==> src/rtl/ssb_pkg.sv <==
package ssb_pkg;
  typedef enum logic [1:0] {
    OCC_EMPTY = 2'd0,
    OCC_HEAD  = 2'd1,
    OCC_BOTH  = 2'd2
  } occ_t;
endpackage

==> src/rtl/ssb_merge.sv <==
module ssb_merge #(
  parameter int NB = 8
) (
  input  logic [8*NB-1:0] base,
  input  logic [8*NB-1:0] over,
  input  logic [NB-1:0]   sel,
  output logic [8*NB-1:0] out
);
  for (genvar i = 0; i < NB; i++) begin : g_byte
    assign out[8*i +: 8] = sel[i] ? over[8*i +: 8] : base[8*i +: 8];
  end
endmodule

==> src/rtl/ssb_slots.sv <==
module ssb_slots
  import ssb_pkg::*;
#(
  parameter int LAW = 28,
  parameter int NB  = 8
) (
  input  logic            clk,
  input  logic            rst_n,
  input  logic            st_valid,
  input  logic [LAW-1:0]  st_addr,
  input  logic [8*NB-1:0] st_data,
  input  logic [NB-1:0]   st_be,
  output logic            st_full,
  output logic            st_rollback,
  input  logic            req_ready,
  output logic            head_v,
  output logic [LAW-1:0]  head_a,
  output logic [8*NB-1:0] head_d,
  output logic [NB-1:0]   head_b,
  output logic            held_v,
  output logic [LAW-1:0]  held_a,
  output logic [8*NB-1:0] held_d,
  output logic [NB-1:0]   held_b
);
  occ_t            occ;
  logic [LAW-1:0]  a0, a1;
  logic [8*NB-1:0] d0, d1;
  logic [NB-1:0]   b0, b1;
  logic            combine, pop;
  logic [8*NB-1:0] comb_d, held_d_nx;
  logic [NB-1:0]   held_b_nx;

  assign st_full     = (occ == OCC_BOTH);
  assign combine     = st_valid && st_full && (a1 == st_addr);
  assign st_rollback = st_valid && st_full && !combine;
  assign pop         = (occ != OCC_EMPTY) && req_ready;

  ssb_merge #(.NB(NB)) u_comb (
    .base(d1), .over(st_data), .sel(st_be), .out(comb_d)
  );

  assign held_d_nx = combine ? comb_d : d1;
  assign held_b_nx = combine ? (b1 | st_be) : b1;

  always_ff @(posedge clk) begin
    if (!rst_n) begin
      occ <= OCC_EMPTY;
      a0 <= '0; d0 <= '0; b0 <= '0;
      a1 <= '0; d1 <= '0; b1 <= '0;
    end else begin
      case (occ)
        OCC_EMPTY: if (st_valid) begin
          a0 <= st_addr; d0 <= st_data; b0 <= st_be;
          occ <= OCC_HEAD;
        end
        OCC_HEAD: begin
          if (pop) begin
            if (st_valid) begin
              a0 <= st_addr; d0 <= st_data; b0 <= st_be;
            end else begin
              occ <= OCC_EMPTY;
            end
          end else if (st_valid) begin
            a1 <= st_addr; d1 <= st_data; b1 <= st_be;
            occ <= OCC_BOTH;
          end
        end
        OCC_BOTH: begin
          if (pop) begin
            a0 <= a1; d0 <= held_d_nx; b0 <= held_b_nx;
            occ <= OCC_HEAD;
          end else if (combine) begin
            d1 <= held_d_nx; b1 <= held_b_nx;
          end
        end
        default: occ <= OCC_EMPTY;
      endcase
    end
  end

  assign head_v = (occ != OCC_EMPTY);
  assign head_a = a0;
  assign head_d = d0;
  assign head_b = b0;
  assign held_v = st_full;
  assign held_a = a1;
  assign held_d = d1;
  assign held_b = b1;
endmodule

==> src/rtl/ssb_fwd.sv <==
module ssb_fwd #(
  parameter int LAW = 28,
  parameter int NB  = 8
) (
  input  logic [LAW-1:0]  ld_addr,
  input  logic [8*NB-1:0] cache_d,
  input  logic            head_v,
  input  logic [LAW-1:0]  head_a,
  input  logic [8*NB-1:0] head_d,
  input  logic [NB-1:0]   head_b,
  input  logic            held_v,
  input  logic [LAW-1:0]  held_a,
  input  logic [8*NB-1:0] held_d,
  input  logic [NB-1:0]   held_b,
  output logic            hit,
  output logic [8*NB-1:0] data
);
  logic            m0, m1;
  logic [8*NB-1:0] after_head;

  assign m0  = head_v && (head_a == ld_addr);
  assign m1  = held_v && (held_a == ld_addr);
  assign hit = m0 || m1;

  ssb_merge #(.NB(NB)) u_older (
    .base(cache_d), .over(head_d), .sel(m0 ? head_b : '0), .out(after_head)
  );
  ssb_merge #(.NB(NB)) u_newer (
    .base(after_head), .over(held_d), .sel(m1 ? held_b : '0), .out(data)
  );
endmodule

==> src/rtl/strand_store_buffer.sv <==
module strand_store_buffer #(
  parameter int LAW = 28,
  parameter int NB  = 8
) (
  input  logic            clk,
  input  logic            rst_n,
  input  logic            st_valid,
  input  logic [LAW-1:0]  st_addr,
  input  logic [8*NB-1:0] st_data,
  input  logic [NB-1:0]   st_be,
  output logic            st_full,
  output logic            st_rollback,
  input  logic [LAW-1:0]  ld_addr,
  input  logic [8*NB-1:0] ld_cache_data,
  output logic            ld_hit,
  output logic [8*NB-1:0] ld_data,
  output logic            l2_req_valid,
  output logic [LAW-1:0]  l2_req_addr,
  output logic [8*NB-1:0] l2_req_data,
  output logic [NB-1:0]   l2_req_be,
  input  logic            l2_req_ready
);
  logic            hv, lv;
  logic [LAW-1:0]  ha, la;
  logic [8*NB-1:0] hd, ldd;
  logic [NB-1:0]   hb, lb;

  ssb_slots #(.LAW(LAW), .NB(NB)) u_slots (
    .clk(clk), .rst_n(rst_n),
    .st_valid(st_valid), .st_addr(st_addr), .st_data(st_data), .st_be(st_be),
    .st_full(st_full), .st_rollback(st_rollback),
    .req_ready(l2_req_ready),
    .head_v(hv), .head_a(ha), .head_d(hd), .head_b(hb),
    .held_v(lv), .held_a(la), .held_d(ldd), .held_b(lb)
  );

  ssb_fwd #(.LAW(LAW), .NB(NB)) u_fwd (
    .ld_addr(ld_addr), .cache_d(ld_cache_data),
    .head_v(hv), .head_a(ha), .head_d(hd), .head_b(hb),
    .held_v(lv), .held_a(la), .held_d(ldd), .held_b(lb),
    .hit(ld_hit), .data(ld_data)
  );

  assign l2_req_valid = hv;
  assign l2_req_addr  = ha;
  assign l2_req_data  = hd;
  assign l2_req_be    = hb;
endmodule

==> config.mk <==
export PLATFORM = sky130hd
export DESIGN_NAME = strand_store_buffer
export DESIGN_NICKNAME = d
export VERILOG_FILES = /design/src/rtl/ssb_pkg.sv /design/src/rtl/ssb_merge.sv /design/src/rtl/ssb_slots.sv /design/src/rtl/ssb_fwd.sv /design/src/rtl/strand_store_buffer.sv
export SDC_FILE = /design/constraint.sdc
export NUM_CORES = 1
export LEC_CHECK = 0
export BUFFER_PORTS_ARGS = -buffer_cell sky130_fd_sc_hd__clkbuf_2
export CAP_MARGIN = 20
export CORE_MARGIN = 1
export CORE_UTILIZATION = 35
export DETAILED_ROUTE_END_ITERATION = 12
export GPL_ROUTABILITY_DRIVEN = 0
export PLACE_DENSITY = 0.53
export SLEW_MARGIN = 20
export SYNTH_ARGS = -nofsm -noshare
export SYNTH_HDL_FRONTEND = slang
export SYNTH_HIERARCHICAL = 1
export SYNTH_SLANG_ARGS = --single-unit
==> constraint.sdc <==
create_clock -name clk -period 3.6 [get_ports clk]
set_input_delay 0.54 -clock clk [delete_from_list [all_inputs] [get_ports clk]]
set_output_delay 0.54 -clock clk [all_outputs]
set_load 0.01 [all_outputs]
* Word level (Yosys, flattened, before mapping)
Cells that the tools add are included.
** Operators by class
- Eq/ne operators :: 14
- Mux-type cells :: 56
- Reductions and logical operators :: 16
- Bitwise gates (word level) :: 2
** Operator list (count)
- 64-bit 2-to-1 mux :: 8
- 8-bit 2-to-1 mux :: 34
- 64-bit case mux with 3 select lines :: 1
- 64-bit case mux with 2 select lines :: 1
- 28-bit == test :: 3
- 28-bit 2-to-1 mux :: 3
- 28-bit case mux with 3 select lines :: 1
- 8-bit case mux with 3 select lines :: 1
- 8-bit case mux with 2 select lines :: 1
- 2-bit inequality test, second input constant :: 6
- 2-bit 2-to-1 mux :: 5
- 8-bit bitwise OR :: 1
- 1-bit logical AND :: 6
- 2-bit case mux with 3 select lines :: 1
- 3-bit AND reduction :: 2
- 5-bit AND reduction :: 1
- 4-bit AND reduction :: 1
- 2-bit nonzero test :: 2
- 3-bit by 2-bit inequality test with 1-bit output, second input constant :: 1
- 3-bit inequality test, second input constant :: 1
- 3-bit nonzero test :: 1
- 2-bit by 1-bit == test with 1-bit output, second input constant :: 1
- 2-bit == test, second input constant :: 1
- 2-bit logical NOT :: 1
- other kinds (4) :: 4
** Word-level totals
- Bits in registers :: 202
- Bits of input ports :: 196
- Logic and storage cells :: 95

* Logic depth before layout (Yosys ltp)
- Word-level depth :: 7
- Mapped depth :: 9
- Gate-level depth less buffers :: 7

* Cells and area by module
The synthesis kept the hierarchy.
** Modules (own cells, without submodules)
- ssb_slots :: times used 1, cells each 1145, area each 9753.1 µm²
- ssb_merge :: times used 3, cells each 72, area each 1051.0 µm²
- ssb_fwd :: times used 1, cells each 93, area each 762.0 µm²

* Least setup slack after synthesis
OpenSTA, ideal clock, no wires.
- Path type :: input port to output port
- Start point :: input ld_addr[17]
- End point :: output ld_data[0]
- Arrival time :: 2301 ps
- Setup slack :: 759 ps
- Path buffers :: 1
- Stages on the path :: 8
- Cells stage by stage :: xor2_1 > nor4_1 > nand3_1 > nor4_4 > and2_1 > buf_6 > mux2_4 > mux2_4
** Between the ends
- Longest elaborated chain between the ends :: 5
- Elaborated cells between the ends (all ways) :: 8
- Those cells by class :: eq/ne: 2; mux: 4; reduce/logical: 2
** RTL lines
- start: declaration :: RTL line strand_store_buffer.sv:13 : input logic [LAW-1:0] ld_addr,
- 28-bit == test :: RTL line ssb_fwd.sv:21 : assign m0 = head_v && (head_a == ld_addr);
- 1-bit logical AND :: RTL line ssb_fwd.sv:21
- 8-bit 2-to-1 mux :: RTL line ssb_fwd.sv:26 : .base(cache_d), .over(head_d), .sel(m0 ? head_b : '0), .out(after_head)
- 8-bit 2-to-1 mux :: RTL line ssb_merge.sv:10 : assign out[8*i +: 8] = sel[i] ? over[8*i +: 8] : base[8*i +: 8];
- net u_fwd.after_head[0] :: RTL line ssb_fwd.sv:19 : logic [8*NB-1:0] after_head;
- 8-bit 2-to-1 mux :: RTL line ssb_merge.sv:10
- end: declaration :: RTL line strand_store_buffer.sv:16 : output logic [8*NB-1:0] ld_data,
The timed path passes the listed nets, and every way through them passes these cells.

* Final worst setup path
- Start point :: register u_slots.a0[6], in the netlist u_slots/head_a[6]
- End point :: output ld_data[45]
** Between the ends
- Longest elaborated chain between the ends :: 5
** RTL lines
- start: declaration :: RTL line ssb_slots.sv:26 : logic [LAW-1:0] a0, a1;
- start signal: assignment :: RTL line ssb_slots.sv:53 : a0 <= st_addr; d0 <= st_data; b0 <= st_be;
- start signal: assignment :: RTL line ssb_slots.sv:59 : a0 <= st_addr; d0 <= st_data; b0 <= st_be;
- 28-bit == test :: RTL line ssb_fwd.sv:21
- 1-bit logical AND :: RTL line ssb_fwd.sv:21
- 8-bit 2-to-1 mux :: RTL line ssb_fwd.sv:26
- 8-bit 2-to-1 mux :: RTL line ssb_merge.sv:10
- net u_fwd.after_head[45] :: RTL line ssb_fwd.sv:19
- 8-bit 2-to-1 mux :: RTL line ssb_merge.sv:10
The timed path passes the listed nets, and every way through them passes these cells.

==> impl_metrics.sql <==
INSERT INTO impl_metrics (metric_group, metric, value, unit) VALUES
('run_status', 'status', 'finished with violations', ''),
('run_status', 'violations_in_the_final_reports', 'setup timing', ''),
('synth', 'synthDistinctLibCells', '42', ''),
('clocking', 'cts-buffers-inserted', '26', ''),
('grt', 'grt.overflow.total', '0', ''),
('clocking', 'clk_pin_slew', '0.06', 'ns'),
('route', 'route.final.wire_length', '51930', 'um'),
('sta', 'final.period_utilization', '100.5', '%'),
('clocking', 'hold_buffers', '0', ''),
('sta', 'setup_tns_after_final_layout', '-0.2914', 'ns'),
('synth', 'synth-seq-cells', '202', ''),
('route', 'final_antenna_net_count', '0', ''),
('grt', 'initial_antenna_violation_count', '0', ''),
('cells_and_area', 'design_area', '0.01739', 'mm2'),
('synth', 'synth_top_area_share', '29.59', '%'),
('grt', 'maximum_number_of_pins_on_one_net_before_global_route_repair', '103', ''),
('synth', 'yosysWarnings', '6', ''),
('clocking', 'max-clock-path-buffers', '3', ''),
('placement', 'place_ws', '0.01898', 'ns'),
('sta', 'slew_violations', '0', ''),
('min_path', 'min_delay_path_depth', '3', ''),
('synth', 'netlist_instances', '1454', ''),
('grt', 'track_usage', '24.84', '%'),
('cells_and_area', 'instances_no_fill', '2281', ''),
('sta', 'timing.fmax', '276.3', 'MHz'),
('route', 'route.detailed.drc', '0', ''),
('cells_and_area', 'drive_above_1_share', '43.02', '%'),
('floorplan', 'num_io_pins', '364', ''),
('min_path', 'hp-start', 'st_addr[8]', ''),
('floorplan', 'initial_core_util', '35.45', '%'),
('synth', 'yosysTopAreaCell', 'sky130_fd_sc_hd__dfxtp_1', ''),
('sta', 'tightestPinTransition', '0.9628', 'ns'),
('route', 'detailroute.via_count', '12890', ''),
('placement', 'dpl.hpwl', '32180', 'um'),
('synth', 'yosys_most_used_dff', 'sky130_fd_sc_hd__dfxtp_1', ''),
('sta', 'timing.final.crit_period', '3.619', 'ns'),
('clocking', 'cts_tree', 'yes', ''),
('sta', 'finalHoldViolations', '0', ''),
('floorplan', 'die_width', '199.6', 'um'),
('placement', 'buffer_ports.inserted', '363', ''),
('synth', 'synth.cells.most_frequent', 'sky130_fd_sc_hd__dfxtp_1, sky130_fd_sc_hd__mux2_4, sky130_fd_sc_hd__nand2_1', ''),
('synth', 'synth.area.top_cells', 'sky130_fd_sc_hd__dfxtp_1, sky130_fd_sc_hd__mux2_4, sky130_fd_sc_hd__o211ai_2, sky130_fd_sc_hd__a31oi_1, sky130_fd_sc_hd__a221oi_1', ''),
('setup_path', 'setup_slack_of_the_most_critical_reg_to_reg_path', '0.76', 'ns'),
('setup_path', 'reg2regPathDepth', '6', ''),
('placement', 'placed_cells', '2229', ''),
('floorplan', 'design.die.area', '0.03985', 'mm2'),
('setup_path', 'critical_path_arrival', '3.08', 'ns'),
('placement', 'instance_area_after_placement', '0.01597', 'mm2'),
('clocking', 'clock_latency', '0.53', 'ns'),
('floorplan', 'placementRows', '72', ''),
('grt', 'grt_pass1_wl', '76390', 'um'),
('floorplan', 'chipHeight', '199.6', 'um'),
('setup_path', 'timing.critical_path.from_type', 'flip-flop', ''),
('route', 'drt_first_iter_violations', '798', ''),
('synth', 'post-synth-top-count-cell', 'sky130_fd_sc_hd__dfxtp_1', ''),
('min_path', 'worst_hold_path_type', 'input port to flip-flop', ''),
('setup_path', 'crit-reg2reg-capture', 'u_slots/held_d[34]', ''),
('sta', 'post-route-worst-setup-slack', '-0.01890', 'ns'),
('setup_path', 'setup.worst_path.class', 'flip-flop to output pin', ''),
('synth', 'synth-edff-count', '0', ''),
('sta', 'fin_skew', '0.01355', 'ns'),
('setup_path', 'timing.critical_path.required', '3.06', 'ns'),
('setup_path', 'worstSetupEndpointType', 'output pin', ''),
('sta', 'final-setup-viol-count', '27', ''),
('synth', 'syn-num-nets', '1650', ''),
('route', 'drt_pre_antenna_iters', '8', ''),
('synth', 'synth-seq-area-share', '29.59', '%'),
('pwr', 'vdd.ir_drop.worst', '0.3596', 'mV'),
('route', 'routedWlPerCell', '22.77', 'um'),
('setup_path', 'worstPathMaxFanout', '5', ''),
('synth', 'avgSynthCellArea', '9.400', 'um2');
## cell usage in the layout (no fill, tap or decap), types with 15 or more instances in the layout
master                      instances
sky130_fd_sc_hd__buf_4             32
sky130_fd_sc_hd__a31oi_1          102
sky130_fd_sc_hd__and3_1            68
sky130_fd_sc_hd__o211ai_2          60
sky130_fd_sc_hd__nand2_1          133
sky130_fd_sc_hd__a32oi_1           39
sky130_fd_sc_hd__a221oi_1          72
sky130_fd_sc_hd__mux2_4           192
sky130_fd_sc_hd__and2_1            35
sky130_fd_sc_hd__clkbuf_2         312
sky130_fd_sc_hd__xnor2_1           26
sky130_fd_sc_hd__nor2_1           102
sky130_fd_sc_hd__buf_6             63
sky130_fd_sc_hd__a311oi_1          28
sky130_fd_sc_hd__dfxtp_1          198
sky130_fd_sc_hd__o21ai_0           72
sky130_fd_sc_hd__buf_12            15
sky130_fd_sc_hd__xor2_1            55
sky130_fd_sc_hd__clkbuf_16         28
sky130_fd_sc_hd__a21oi_1           30
## worst max-delay path, stage by stage, from the launching register on
cell and delay (ns):
sky130_fd_sc_hd__dfxtp_4 0.36, sky130_fd_sc_hd__xor2_2 0.16, sky130_fd_sc_hd__nor4_2 0.25, sky130_fd_sc_hd__buf_4 0.14, sky130_fd_sc_hd__nand4_1 0.14, sky130_fd_sc_hd__nor4_4 0.18, sky130_fd_sc_hd__buf_6 0.17, sky130_fd_sc_hd__buf_12 0.15
sky130_fd_sc_hd__and2_4 0.17, sky130_fd_sc_hd__buf_6 0.13, sky130_fd_sc_hd__mux2_4 0.30, sky130_fd_sc_hd__mux2_4 0.27, sky130_fd_sc_hd__buf_6 0.12
## through the flow
| step | hold slack, ns | total power [mW] |
|---|---|---|
| final | 0.2633 | 6.519 |
| after global routing | 0.2420 | 6.781 |
| after CTS | 0.2393 | 6.529 |
| after detailed placement | 0.4947 | 3.747 |
| after global placement | 0.4841 | 3.731 |
| after floorplan | 0.4726 | 3.243 |
## worst max-delay path by stage
stage,startpoint,end,depth (start not counted)
2_1_floorplan,ld_addr[17],ld_data[0],8
3_5_place_dp,ld_addr[15],ld_data[44],10
5_1_grt,u_slots/head_a[6],ld_data[63],12
3_3_place_gp,ld_addr[15],ld_data[46],10
4_1_cts,u_slots/head_a[6],ld_data[40],11
6_report,u_slots/head_a[6],ld_data[45],12
## layer usage
layer  wire length [um]  up-vias  part of all wire (%)  global-route usage [%]
met2              24750      464                    48                   42.18
met4                933        0                   1.8                   6.503
li1                   -     6042                     -                       -
met3               3101       66                   6.0                   3.713
met1              23140     6320                    45                   32.58
met5                  0        -                     0                       0
## state kept, by name (all words and copies together), names as in the netlist
name	count
u_slots/head_a	28
u_slots/head_b	8
u_slots/head_d	64
u_slots/held_a	28
u_slots/held_b	8
u_slots/held_d	64
u_slots/occ	2
## power by group
group / leakage [nW] / internal [mW] / switching [mW]
clock network: 0.453 / 1.73 / 1.04
registers: 1.66 / 2.39 / 0.162
logic: 5.78 / 0.585 / 0.620
## cell families (layout without fill, tap and decap cells)
group	count (synthesis)	count (layout)	synth area share [%]
AOI/OAI and AO/OA	414	414	23.43
DFF	202	202	29.59
muxes	193	193	21.16
and+or+nand+nor	395	395	14.07
buffers and inverters	166	474	6.371
xor gates and xnor gates	84	84	5.383
other	0	1	0
## repair_timing
action	in CTS	in global routing
setup endpoints to repair	64	64
gates resized for setup	12	133
pin swaps	3	4
gates cloned	0	1
buffers inserted	1	4
## layout make-up
cell class,instances,area [um2]
diodes,1,2.502
clock buffers,42,842.1
clock inverters,4,70.07
fillers,3772,21170
inverters,3,16.27
multi-input cells,1086,8892
flip-flops and latches,202,4054
well taps,518,648.1
repair buffers,425,2867
Note: power is estimated with default switching activity, not from simulation.
